<file path="config.mk">
export PLATFORM = sky130hd
export DESIGN_NAME = trig_irq_ctrl
export DESIGN_NICKNAME = d
export VERILOG_FILES = /design/src/rtl/trig_irq_pkg.sv /design/src/rtl/tic_sync.sv /design/src/rtl/tic_sense.sv /design/src/rtl/tic_lowpick.sv /design/src/rtl/trig_irq_ctrl.sv
export SDC_FILE = /design/constraint.sdc
export NUM_CORES = 1
export LEC_CHECK = 0
export BUFFER_PORTS_ARGS = -buffer_cell sky130_fd_sc_hd__buf_2
export CORE_ASPECT_RATIO = 1.5
export CORE_MARGIN = 2
export CORE_UTILIZATION = 52
export CTS_BUF_LIST = sky130_fd_sc_hd__clkbuf_2
export CTS_CLUSTER_DIAMETER = 60
export CTS_CLUSTER_SIZE = 30
export DETAILED_ROUTE_END_ITERATION = 10
export GPL_TIMING_DRIVEN = 0
export HOLD_SLACK_MARGIN = 0.08
export PLACE_DENSITY = 0.68
export SYNTH_ARGS = -nofsm -noshare
export SYNTH_HDL_FRONTEND = slang
export SYNTH_SLANG_ARGS = --single-unit
</file>
<file path="constraint.sdc">
create_clock -name clk -period 2 [get_ports clk]
set_input_delay 0.1 -clock clk [delete_from_list [all_inputs] [get_ports clk]]
set_output_delay 0.1 -clock clk [all_outputs]
set_load 0.03 [all_outputs]
</file>
<file path="src/rtl/trig_irq_pkg.sv">
package trig_irq_pkg;
  typedef enum logic [2:0] {
    RA_KIND   = 3'd0,
    RA_POL    = 3'd1,
    RA_BLOCK  = 3'd2,
    RA_ROUTE  = 3'd3,
    RA_ACK    = 3'd4,
    RA_STATUS = 3'd5,
    RA_NEXT   = 3'd6
  } reg_addr_e;

  localparam int unsigned WORD_W    = 32;
  localparam int unsigned VALID_BIT = 8;
endpackage

</file>
<file path="src/rtl/tic_sync.sv">
module tic_sync #(
  parameter int unsigned W = 32
) (
  input  logic         clk,
  input  logic         rst_n,
  input  logic [W-1:0] async_i,
  output logic [W-1:0] sync_o
);
  logic [W-1:0] stg1_q, stg2_q;

  always_ff @(posedge clk or negedge rst_n) begin
    if (!rst_n) begin
      stg1_q <= '0;
      stg2_q <= '0;
    end else begin
      stg1_q <= async_i;
      stg2_q <= stg1_q;
    end
  end

  assign sync_o = stg2_q;
endmodule

</file>
<file path="src/rtl/tic_sense.sv">
module tic_sense #(
  parameter int unsigned N = 32
) (
  input  logic         clk,
  input  logic         rst_n,
  input  logic [N-1:0] line_i,
  input  logic [N-1:0] kind_i,
  input  logic [N-1:0] pol_i,
  input  logic [N-1:0] clr_i,
  output logic [N-1:0] status_o
);
  logic [N-1:0] prev_q;
  logic [N-1:0] latch_q, latch_d;
  logic [N-1:0] active, active_prev, event_hit;

  // Polarity applied to both samples, so a polarity change cannot fake an edge
  assign active      = line_i ^ pol_i;
  assign active_prev = prev_q ^ pol_i;
  assign event_hit   = active & ~active_prev & kind_i;

  // A new event in the same cycle as its clear wins
  always_comb begin
    latch_d = (latch_q & ~clr_i) | event_hit;
  end

  always_ff @(posedge clk or negedge rst_n) begin
    if (!rst_n) begin
      prev_q  <= '0;
      latch_q <= '0;
    end else begin
      prev_q  <= line_i;
      latch_q <= latch_d;
    end
  end

  generate
    for (genvar g = 0; g < N; g++) begin : g_stat
      assign status_o[g] = kind_i[g] ? latch_q[g] : active[g];
    end
  endgenerate

  // an uncleared latch stays set
  a_r6_latch_holds: assert property (@(posedge clk) disable iff (!rst_n)
    ((latch_q & ~clr_i) != '0) |=> ((latch_q & $past(latch_q & ~clr_i)) == $past(latch_q & ~clr_i)));

  // a latch may only rise for a line that was in edge mode
  a_r10_edge_only: assert property (@(posedge clk) disable iff (!rst_n)
    1'b1 |=> ((latch_q & ~$past(latch_q) & ~$past(kind_i)) == '0));
endmodule

</file>
<file path="src/rtl/tic_lowpick.sv">
module tic_lowpick #(
  parameter int unsigned N = 32,
  localparam int unsigned IW = (N > 1) ? $clog2(N) : 1
) (
  input  logic          clk,
  input  logic          rst_n,
  input  logic [N-1:0]  req_i,
  output logic [IW-1:0] idx_o,
  output logic          valid_o
);
  always_comb begin
    idx_o   = '0;
    valid_o = 1'b0;
    for (int i = N - 1; i >= 0; i--) begin
      if (req_i[i]) begin
        idx_o   = IW'(i);
        valid_o = 1'b1;
      end
    end
  end

  // the reported line is requesting and nothing below it is
  a_r9_lowest_wins: assert property (@(posedge clk) disable iff (!rst_n)
    valid_o |-> (req_i[idx_o] && ((req_i & ((N'(1) << idx_o) - N'(1))) == '0)));

  a_r9_none_invalid: assert property (@(posedge clk) disable iff (!rst_n)
    (req_i == '0) |-> !valid_o);
endmodule

</file>
<file path="src/rtl/trig_irq_ctrl.sv">
module trig_irq_ctrl
  import trig_irq_pkg::*;
#(
  parameter int unsigned N_LINES = 32,
  localparam int unsigned IW = (N_LINES > 1) ? $clog2(N_LINES) : 1
) (
  input  logic                 clk,
  input  logic                 rst_n,
  input  logic                 bus_wr,
  input  logic [2:0]           bus_addr,
  input  logic [WORD_W-1:0]    bus_wdata,
  output logic [WORD_W-1:0]    bus_rdata,
  input  logic [N_LINES-1:0]   irq_lines,
  output logic                 irq_o,
  output logic                 fiq_o
);
  logic [N_LINES-1:0] kind_q, kind_d;
  logic [N_LINES-1:0] pol_q, pol_d;
  logic [N_LINES-1:0] block_q, block_d;
  logic [N_LINES-1:0] route_q, route_d;
  logic [N_LINES-1:0] ack_vec;
  logic [N_LINES-1:0] synced, status, pend;
  logic [IW-1:0]      nxt_idx;
  logic               nxt_valid;
  logic [WORD_W-1:0]  nxt_word;
  logic               we_kind, we_pol, we_block, we_route, we_ack;

  assign we_kind  = bus_wr && (bus_addr == RA_KIND);
  assign we_pol   = bus_wr && (bus_addr == RA_POL);
  assign we_block = bus_wr && (bus_addr == RA_BLOCK);
  assign we_route = bus_wr && (bus_addr == RA_ROUTE);
  assign we_ack   = bus_wr && (bus_addr == RA_ACK);

  always_comb begin
    kind_d  = we_kind  ? bus_wdata[N_LINES-1:0] : kind_q;
    pol_d   = we_pol   ? bus_wdata[N_LINES-1:0] : pol_q;
    block_d = we_block ? bus_wdata[N_LINES-1:0] : block_q;
    route_d = we_route ? bus_wdata[N_LINES-1:0] : route_q;
    ack_vec = we_ack   ? bus_wdata[N_LINES-1:0] : '0;
  end

  always_ff @(posedge clk or negedge rst_n) begin
    if (!rst_n) begin
      kind_q  <= '0;
      pol_q   <= '0;
      block_q <= '1;
      route_q <= '0;
    end else begin
      kind_q  <= kind_d;
      pol_q   <= pol_d;
      block_q <= block_d;
      route_q <= route_d;
    end
  end

  tic_sync #(.W(N_LINES)) u_sync (
    .clk(clk), .rst_n(rst_n), .async_i(irq_lines), .sync_o(synced)
  );

  tic_sense #(.N(N_LINES)) u_sense (
    .clk(clk), .rst_n(rst_n), .line_i(synced), .kind_i(kind_q),
    .pol_i(pol_q), .clr_i(ack_vec), .status_o(status)
  );

  assign pend  = status & ~block_q;
  assign irq_o = |(pend & ~route_q);
  assign fiq_o = |(pend & route_q);

  tic_lowpick #(.N(N_LINES)) u_pick (
    .clk(clk), .rst_n(rst_n), .req_i(pend), .idx_o(nxt_idx), .valid_o(nxt_valid)
  );

  always_comb begin
    nxt_word            = '0;
    nxt_word[IW-1:0]    = nxt_idx;
    nxt_word[VALID_BIT] = nxt_valid;
  end

  always_comb begin
    case (bus_addr)
      RA_KIND:   bus_rdata = WORD_W'(kind_q);
      RA_POL:    bus_rdata = WORD_W'(pol_q);
      RA_BLOCK:  bus_rdata = WORD_W'(block_q);
      RA_ROUTE:  bus_rdata = WORD_W'(route_q);
      RA_STATUS: bus_rdata = WORD_W'(status);
      RA_NEXT:   bus_rdata = nxt_word;
      default:   bus_rdata = '0;
    endcase
  end

  // with every line blocked both outputs stay quiet
  a_r7_all_blocked_quiet: assert property (@(posedge clk) disable iff (!rst_n)
    (block_q == '1) |-> (!irq_o && !fiq_o));

  // no fast-routed line means the fast output is idle
  a_r8_no_route_no_fiq: assert property (@(posedge clk) disable iff (!rst_n)
    (route_q == '0) |-> !fiq_o);

  // an output is active exactly when a line is reported
  a_r9_out_matches_valid: assert property (@(posedge clk) disable iff (!rst_n)
    (irq_o || fiq_o) == nxt_valid);
endmodule

</file>
==> results of run 1 <==
[worst max-delay path: cells and delay by family (launching register included)]
family | cells | cell delay [ps]
DFF | 1 | 510
and+or+nand+nor | 2 | 650
AOI/OAI and AO/OA | 3 | 890
buffers and inverters | 1 | 200
xor gates and xnor gates | 1 | 200
[Yosys cell counts, types with 9 or more instances]
library cell and number:
a211oi_1 26, a21oi_1 20, a22o_1 22, a22oi_1 68, buf_2 13, clkbuf_1 18
dfrtp_1 224, dfstp_2 32, inv_1 49, mux2_2 92, nand2_1 141, nand2b_1 18
nand3b_1 12, nor2_1 53, nor2b_1 20, nor3_1 9, o211a_1 10, o211ai_1 26
o21ai_0 87, xnor2_1 17, xor2_1 14
[repair_timing]
item                       in CTS  in global routing
setup endpoints to repair      34                 38
resized for setup             122                 54
hold buffers                  146                  1
setup buffers                  55                 11
pin swaps                      58                 29
hold endpoints to repair      448                  2
[metrics by stage]
step / util [%] / power [mW] / setup slack, ps / area, um^2
2_1_floorplan: - / 9.44 / -27.3 / 11900
3_3_place_gp: 56.8 / 10.7 / -3770 / 12700
3_5_place_dp: 57.1 / 10.8 / -790 / 12800
4_1_cts: 68.6 / 13.9 / -1450 / 15400
5_1_grt: 70.0 / 15.0 / -1530 / 15700
6_report: 70.0 / 14.2 / -1470 / 15700
[routing by layer]
metal	GRT usage [%]	part of all wire, %
met1	38.9	40
met2	53.2	52
met3	3.45	5.1
met4	11.7	3.2
met5	0	0
[kinds of logic (layout without fill, tap and decap cells)]
group	Yosys count	after routing	synth area share, %
AOI/OAI and AO/OA	316	316	19.0
xor gates and xnor gates	31	31	2.29
buffers and inverters	88	430	3.55
DFF	256	256	54.4
muxes	96	96	9.09
other	0	1	0
and+or+nand+nor	288	288	11.7
[power groups by stage]
stage / clock network, mW / registers, mW / logic, mW
2_1_floorplan: 0 / 6.80 / 2.64
3_3_place_gp: 0 / 7.04 / 3.63
3_5_place_dp: 0 / 7.06 / 3.70
4_1_cts: 2.28 / 6.97 / 4.66
5_1_grt: 2.47 / 7.16 / 5.32
6_report: 2.22 / 7.06 / 4.96
[worst max path at each step]
| stage | to | slack, ps |
|---|---|---|
| after global placement | u_sync.stg1_q[22] | -3770 |
| after floorplan | bus_rdata[8] | -30 |
| after global routing | bus_rdata[8] | -1530 |
| final | bus_rdata[8] | -1470 |
| after CTS | bus_rdata[8] | -1450 |
| after detailed placement | bus_rdata[22] | -790 |
[sequential cells by signal, summed over array words and instances, names as in the netlist]
signal	flops
kind_q	32
route_q	32
u_sense.latch_q	32
pol_q	32
u_sync.stg1_q	32
u_sense.prev_q	32
u_sync.sync_o	32
block_q	32
[area by class of cell]
class	instances	area (um^2)	area share [%]
tap	276	345	2.20
clock inverter	10	131	0.839
inverter	49	184	1.17
clock buffer	16	80.1	0.511
multi-input combinational	731	5520	35.2
antenna	1	2.50	0.0160
timing repair buffer	316	2690	17.1
sequential	256	6460	41.2
buffer	39	260	1.66
==> impl_metrics.prom, run 1 <==
# TYPE chip_impl_metric gauge
chip_impl_info{name="status",value="finished, violations left"} 1
chip_impl_info{name="violations",value="negative setup slack"} 1
chip_impl_metric{name="final_cell_count_no_fill",unit=""} 1694
chip_impl_metric{name="pwr-share-clk",unit="%"} 15.6
chip_impl_metric{name="grt_use_total",unit="%"} 30.5
chip_impl_metric{name="worst_path_maximum_fanout",unit=""} 3
chip_impl_metric{name="power_density",unit="nW/um^2"} 909
chip_impl_metric{name="sequentialPowerShare",unit="%"} 49.6
chip_impl_metric{name="max-vdd-ir-drop",unit="V"} 0.000870
chip_impl_metric{name="min_delay_path_depth",unit=""} 6
chip_impl_info{name="synth_top_area_cell",value="dfrtp_1"} 1
chip_impl_info{name="worstHoldEndpoint",value="block_q[7]"} 1
chip_impl_metric{name="io_pins",unit=""} 104
chip_impl_metric{name="vias",unit=""} 10000
chip_impl_metric{name="place.detailed.hpwl",unit="mm"} 23.0
chip_impl_info{name="crit-reg2reg-capture",value="block_q[0]"} 1
chip_impl_info{name="critical_path.endpoint_type",value="output port"} 1
chip_impl_metric{name="place_inst",unit=""} 1454
chip_impl_metric{name="layout-area-overhead-vs-synth",unit="%"} 32.2
chip_impl_metric{name="final.min_clock_period",unit="ps"} 3470
chip_impl_metric{name="total_switching_power",unit="mW"} 5.38
chip_impl_metric{name="die_area",unit="um^2"} 24000
chip_impl_metric{name="cts-root-to-sink-buffers",unit=""} 3
chip_impl_metric{name="setup_tns",unit="ps"} -16750
chip_impl_metric{name="crit_path_max_incr_delay",unit="ps"} 510
chip_impl_metric{name="htreeDepth",unit=""} 1
chip_impl_metric{name="skew",unit="ps"} 140
chip_impl_info{name="root_buffer",value="clkbuf_2"} 1
chip_impl_metric{name="combinational_share_of_power",unit="%"} 34.8
chip_impl_info{name="min_path_type",value="in2reg"} 1
chip_impl_metric{name="filler_cell_count",unit=""} 1675
chip_impl_info{name="synthTopCellsByArea",value="dfrtp_1 (47%), mux2_2 (8.7%), dfstp_2 (7.1%)"} 1
chip_impl_info{name="crit_start",value="pol_q[6]"} 1
chip_impl_info{name="cts_tree",value="yes"} 1
chip_impl_metric{name="final_nets",unit=""} 1478
chip_impl_metric{name="grt_start_max_net_pins",unit=""} 124
chip_impl_info{name="postSynth.topFlopCell",value="dfrtp_1"} 1
chip_impl_metric{name="grt_antenna_before_repair",unit=""} 1
chip_impl_metric{name="dieHeight",unit="um"} 189
chip_impl_metric{name="maxSlewViolCount",unit=""} 0
chip_impl_metric{name="syn_area_per_cell",unit="um^2"} 11.0
chip_impl_metric{name="worst_slew_margin_rel",unit="%"} 28.2
chip_impl_info{name="layout_commonest_cell",value="dfrtp_1"} 1
chip_impl_info{name="setup.worst_path.class",value="reg2out"} 1
chip_impl_info{name="timing.critical_path.slowest_stage_cell",value="dfrtp_1"} 1
chip_impl_metric{name="layout-drive-gt1-share",unit="%"} 31.7
chip_impl_metric{name="mappedNetlistArea",unit="um^2"} 11800
chip_impl_metric{name="gp_congestion",unit=""} 0.964
chip_impl_metric{name="wire_per_inst",unit="um"} 21.5
chip_impl_metric{name="number_of_port_buffers",unit=""} 101
chip_impl_metric{name="synth_edf_count",unit=""} 0
chip_impl_metric{name="p_leak",unit="nW"} 6.70
chip_impl_metric{name="worst-slew-pin-transition",unit="ps"} 1080
chip_impl_metric{name="finalSetupViolCount",unit=""} 34
chip_impl_metric{name="starting_density",unit="%"} 52.9
chip_impl_metric{name="postSynthRegisterBits",unit=""} 256
chip_impl_metric{name="number_of_clock_buffers_inserted_by_tritoncts",unit=""} 15
chip_impl_metric{name="clock.fmax",unit="GHz"} 0.288
chip_impl_info{name="most_frequent_cells_in_the_layout",value="dfrtp_1 (213), dlygate4sd3_1 (146), nand2_1 (141)"} 1
chip_impl_metric{name="max-cap-violations",unit=""} 0
chip_impl_metric{name="ys_seq_area_share",unit="%"} 54.4
chip_impl_metric{name="drt_wl_total",unit="mm"} 36.5
chip_impl_metric{name="drt-pass1-iter-count",unit=""} 5
chip_impl_metric{name="synth_nets",unit=""} 1145
chip_impl_metric{name="synthesis.instances",unit=""} 1075
chip_impl_metric{name="critical_path_required",unit="ps"} 1900
chip_impl_metric{name="worst_r2r_path_depth",unit=""} 3
chip_impl_metric{name="layout_worst_path_cycle_share",unit="%"} 173
chip_impl_metric{name="layout_setup_ws",unit="ps"} -1470
chip_impl_metric{name="die_outline_width",unit="um"} 127
chip_impl_info{name="hold_path.startpoint",value="bus_addr[0]"} 1
chip_impl_metric{name="cp_data_arrival_time",unit="ps"} 3370
chip_impl_info{name="rsz0062_at_grt",value="yes"} 1
chip_impl_metric{name="grt_overflow_total",unit=""} 0
chip_impl_metric{name="p_sw_share",unit="%"} 37.8
chip_impl_metric{name="grt_pass1_vias",unit=""} 10200
chip_impl_metric{name="vias_per_cell",unit=""} 5.92
chip_impl_metric{name="hold_violations",unit=""} 0
chip_impl_metric{name="coreArea",unit="um^2"} 22400
chip_impl_info{name="regToRegStartpoint",value="block_q[0]"} 1
chip_impl_metric{name="drcViolationCount",unit=""} 0
chip_impl_metric{name="async_flop_share",unit="%"} 100
chip_impl_metric{name="power.internal",unit="mW"} 8.87
chip_impl_info{name="crit_path_cell_trace",value="xor2_2 > o211a_1 > nor2_2 > or4b_4 > o41ai_4 > o2111ai_2 > buf_6"} 1
chip_impl_metric{name="numClockSinks",unit=""} 256
chip_impl_metric{name="clock_network_latency_to_the_later_pin_of_the_worst_skew_pair",unit="ps"} 970
chip_impl_info{name="worstSetupStartpointType",value="flip-flop"} 1
chip_impl_metric{name="r2r_slack",unit="ps"} 540
chip_impl_metric{name="synth_cell_type_count",unit=""} 71
chip_impl_metric{name="yosys_warnings",unit=""} 0
chip_impl_metric{name="hold-worst-slack",unit="ps"} 174
chip_impl_metric{name="synth_largest_type_area_fraction",unit="%"} 47.3
chip_impl_metric{name="number_of_cell_rows",unit=""} 67
chip_impl_metric{name="drtAntennaViolNets",unit=""} 0
chip_impl_metric{name="grt_pass1_wl",unit="mm"} 56.5
chip_impl_metric{name="cts.clk_slew.worst_paths",unit="ps"} 530
chip_impl_metric{name="drt_iter0_drc",unit=""} 886
Power figures use the tool's default switching activity.
==> inputs of run 2 (changes only) <==
CORE_UTILIZATION = 60   (was 52)
PLACE_DENSITY = 0.77   (was 0.68)
==> run 2 against run 1 <==
Against the previous run:
- setup slack better by 140 ps
- highest routed layer unchanged
- sequential power about the same
- count of clock-buffer cells in the layout down 1
- power up 2.0%
- non-clock buffer count up 46
- critical path depth up 1
- die area down 13%
- sequential cell count unchanged
- clock power down 11%
- the flow still finishes with violations (negative setup slack)
- via count up 8.0%
- register-to-register slack worse by 20 ps
- worst hold slack worse by 75 ps
==> impl_metrics.prom, run 2 (same netlist as run 1, synthesis figures left out) <==
# TYPE chip_impl_metric gauge
chip_impl_metric{name="drt-pass1-iter-count",unit=""} 6
chip_impl_metric{name="drcViolationCount",unit=""} 0
chip_impl_metric{name="area.sequential",unit="um^2"} 6460
chip_impl_metric{name="cts-root-to-sink-buffers",unit=""} 3
chip_impl_metric{name="hold_violations",unit=""} 0
chip_impl_metric{name="total_power",unit="mW"} 14.5
chip_impl_metric{name="place_area",unit="um^2"} 12800
chip_impl_metric{name="coreArea",unit="um^2"} 19500
chip_impl_metric{name="place.detailed.hpwl",unit="mm"} 22.7
chip_impl_info{name="min_path_type",value="in2reg"} 1
chip_impl_metric{name="gp_congestion",unit=""} 0.962
chip_impl_info{name="regToRegStartpoint",value="block_q[0]"} 1
chip_impl_metric{name="vias",unit=""} 10800
chip_impl_metric{name="hold-worst-slack",unit="ps"} 98.6
chip_impl_metric{name="vias_per_cell",unit=""} 6.29
chip_impl_metric{name="layout_worst_path_cycle_share",unit="%"} 166
chip_impl_metric{name="htreeDepth",unit=""} 1
chip_impl_metric{name="number_of_clock_buffers_inserted_by_tritoncts",unit=""} 14
chip_impl_metric{name="stdcell_area",unit="um^2"} 16100
chip_impl_metric{name="layout_setup_ws",unit="ps"} -1320
chip_impl_metric{name="setup_tns",unit="ps"} -16580
chip_impl_metric{name="critical_path_required",unit="ps"} 1900
chip_impl_metric{name="grt_antenna_before_repair",unit=""} 1
chip_impl_metric{name="numClockSinks",unit=""} 256
chip_impl_metric{name="multi_input_comb_area",unit="um^2"} 5600
chip_impl_info{name="worstSetupStartpointType",value="flip-flop"} 1
chip_impl_metric{name="placement.setup.worst_slack",unit="ps"} -713
chip_impl_metric{name="grt_pass1_wl",unit="mm"} 60.5
chip_impl_metric{name="drtAntennaViolNets",unit=""} 0
chip_impl_metric{name="cp_data_arrival_time",unit="ps"} 3220
chip_impl_info{name="critical_path.endpoint_type",value="output port"} 1
chip_impl_metric{name="io_pins",unit=""} 104
chip_impl_info{name="crit_path_cell_trace",value="xor2_2 > o211a_1 > buf_6 > nor4_4 > nand3_2 > o41ai_4 > o2111ai_2 > buf_6"} 1
chip_impl_info{name="cp_common_cell",value="buf_6"} 1
chip_impl_metric{name="worst_slew_margin_rel",unit="%"} 32.9
chip_impl_metric{name="p_leak",unit="nW"} 6.91
chip_impl_metric{name="die_outline_width",unit="um"} 119
chip_impl_metric{name="max-cap-violations",unit=""} 0
chip_impl_metric{name="maxSlewViolCount",unit=""} 0
chip_impl_metric{name="filler_cell_count",unit=""} 1110
chip_impl_metric{name="starting_density",unit="%"} 60.6
chip_impl_metric{name="max-vdd-ir-drop",unit="V"} 0.000896
chip_impl_metric{name="number_of_port_buffers",unit=""} 101
chip_impl_metric{name="wire_per_inst",unit="um"} 23.1
chip_impl_metric{name="final_nets",unit=""} 1523
chip_impl_metric{name="final.min_clock_period",unit="ps"} 3320
chip_impl_metric{name="crit_path_max_incr_delay",unit="ps"} 560
chip_impl_metric{name="die_area",unit="um^2"} 20900
chip_impl_metric{name="clock_network_latency_to_the_later_pin_of_the_worst_skew_pair",unit="ps"} 910
chip_impl_info{name="cts_tree",value="yes"} 1
chip_impl_metric{name="layout-area-overhead-vs-synth",unit="%"} 35.9
chip_impl_info{name="root_buffer",value="clkbuf_2"} 1
chip_impl_metric{name="grt_pass1_vias",unit=""} 11200
chip_impl_metric{name="grt_use_total",unit="%"} 37.4
chip_impl_metric{name="number_of_cell_rows",unit=""} 63
chip_impl_metric{name="skew",unit="ps"} 92.3
chip_impl_info{name="hold_path.startpoint",value="bus_addr[0]"} 1
chip_impl_metric{name="grt_start_max_net_pins",unit=""} 89
chip_impl_metric{name="finalSetupViolCount",unit=""} 35
chip_impl_info{name="status",value="finished, violations left"} 1
chip_impl_info{name="setup.worst_path.class",value="reg2out"} 1
chip_impl_metric{name="drt_iter0_drc",unit=""} 1158
chip_impl_info{name="layout_commonest_cell",value="dfrtp_1"} 1
chip_impl_info{name="violations",value="negative setup slack"} 1
chip_impl_metric{name="cts.clk_slew.worst_paths",unit="ps"} 480
chip_impl_metric{name="worst-slew-pin-transition",unit="ps"} 1010
chip_impl_metric{name="drt_wl_total",unit="mm"} 39.7
chip_impl_metric{name="dieHeight",unit="um"} 176
chip_impl_info{name="timing.critical_path.slowest_stage_cell",value="dfrtp_2"} 1
chip_impl_metric{name="power_density",unit="nW/um^2"} 903
chip_impl_info{name="most_frequent_cells_in_the_layout",value="dfrtp_1 (212), dlygate4sd3_1 (159), nand2_1 (141)"} 1
chip_impl_metric{name="grt_overflow_total",unit=""} 0
chip_impl_metric{name="clock.fmax",unit="GHz"} 0.301
chip_impl_metric{name="layout-drive-gt1-share",unit="%"} 33.9
chip_impl_info{name="crit_start",value="u_sync.sync_o[8]"} 1
chip_impl_info{name="rsz0062_at_grt",value="yes"} 1
chip_impl_metric{name="worst_path_maximum_fanout",unit=""} 4
run 2: cell count changes in the layout (fill, tap and decap cells not counted), sizes merged:
cell         before  now
buf             184  218
dlygate4sd3     146  159
inv              55   50
clkinv            3    7
clkbuf           40   38
run 2: routing by layer:
layer  vias to the layer above  share of wire, %  global-route usage (%)
met1                      5380                35                    44.1
met2                       620                50                    63.6
met5                         -                 0                       0
li1                       4630                 -                       -
met4                         0               7.1                    24.4
met3                       203               7.5                    5.65
run 2: final timing paths:
kind	end	slack, ps	cells past startpoint
min in group asynchronous	pol_q[7]	180	3
setup reg to reg	block_q[0]	520	3
hold / removal	u_sense.latch_q[0]	100	6
setup / recovery	bus_rdata[8]	-1320	8
hold reg to reg	u_sync.sync_o[24]	350	0
max in group asynchronous	u_sync.sync_o[28]	870	4
run 2: repair_timing:
action / CTS / global route
buffers inserted: 79 / 21
hold buffers: 159 / 1
pin swaps: 73 / 37
resized for setup: 141 / 71
hold endpoints to repair: 448 / 1
setup endpoints to repair: 34 / 41
cloned: 0 / 0
run 2: worst max-delay path, delay by kind of cell, from the launching register on:
kind | cells | cell delay [ps]
AOI/OAI and AO/OA | 3 | 910
xor gates and xnor gates | 1 | 170
buffers and inverters | 2 | 320
DFF | 1 | 560
and+or+nand+nor | 2 | 330
run 2: layout make-up:
cell class,count,share of cell area [%]
Antenna cell,1,0.0155
Buffer,39,1.62
Clock buffer,15,0.466
Clock inverter,9,0.536
Inverter,49,1.14
Multi-Input combinational cell,731,34.8
Sequential cell,256,40.1
Tap cell,260,2.02
Timing Repair Buffer,362,19.3
run 2: power breakdown:
group	internal [mW]	leakage, nW	switching [mW]
Clock	0.292	0.0988	1.69
Combinational	2.58	3.89	2.89
Sequential	6.15	2.92	0.929
run 2: stage by stage:
stage	cells	util, %
after detailed placement	1438	65.3
final	1722	82.3
after global routing	1722	82.3
after CTS	1700	80.3
after global placement	1436	64.9
after floorplan	1075	-
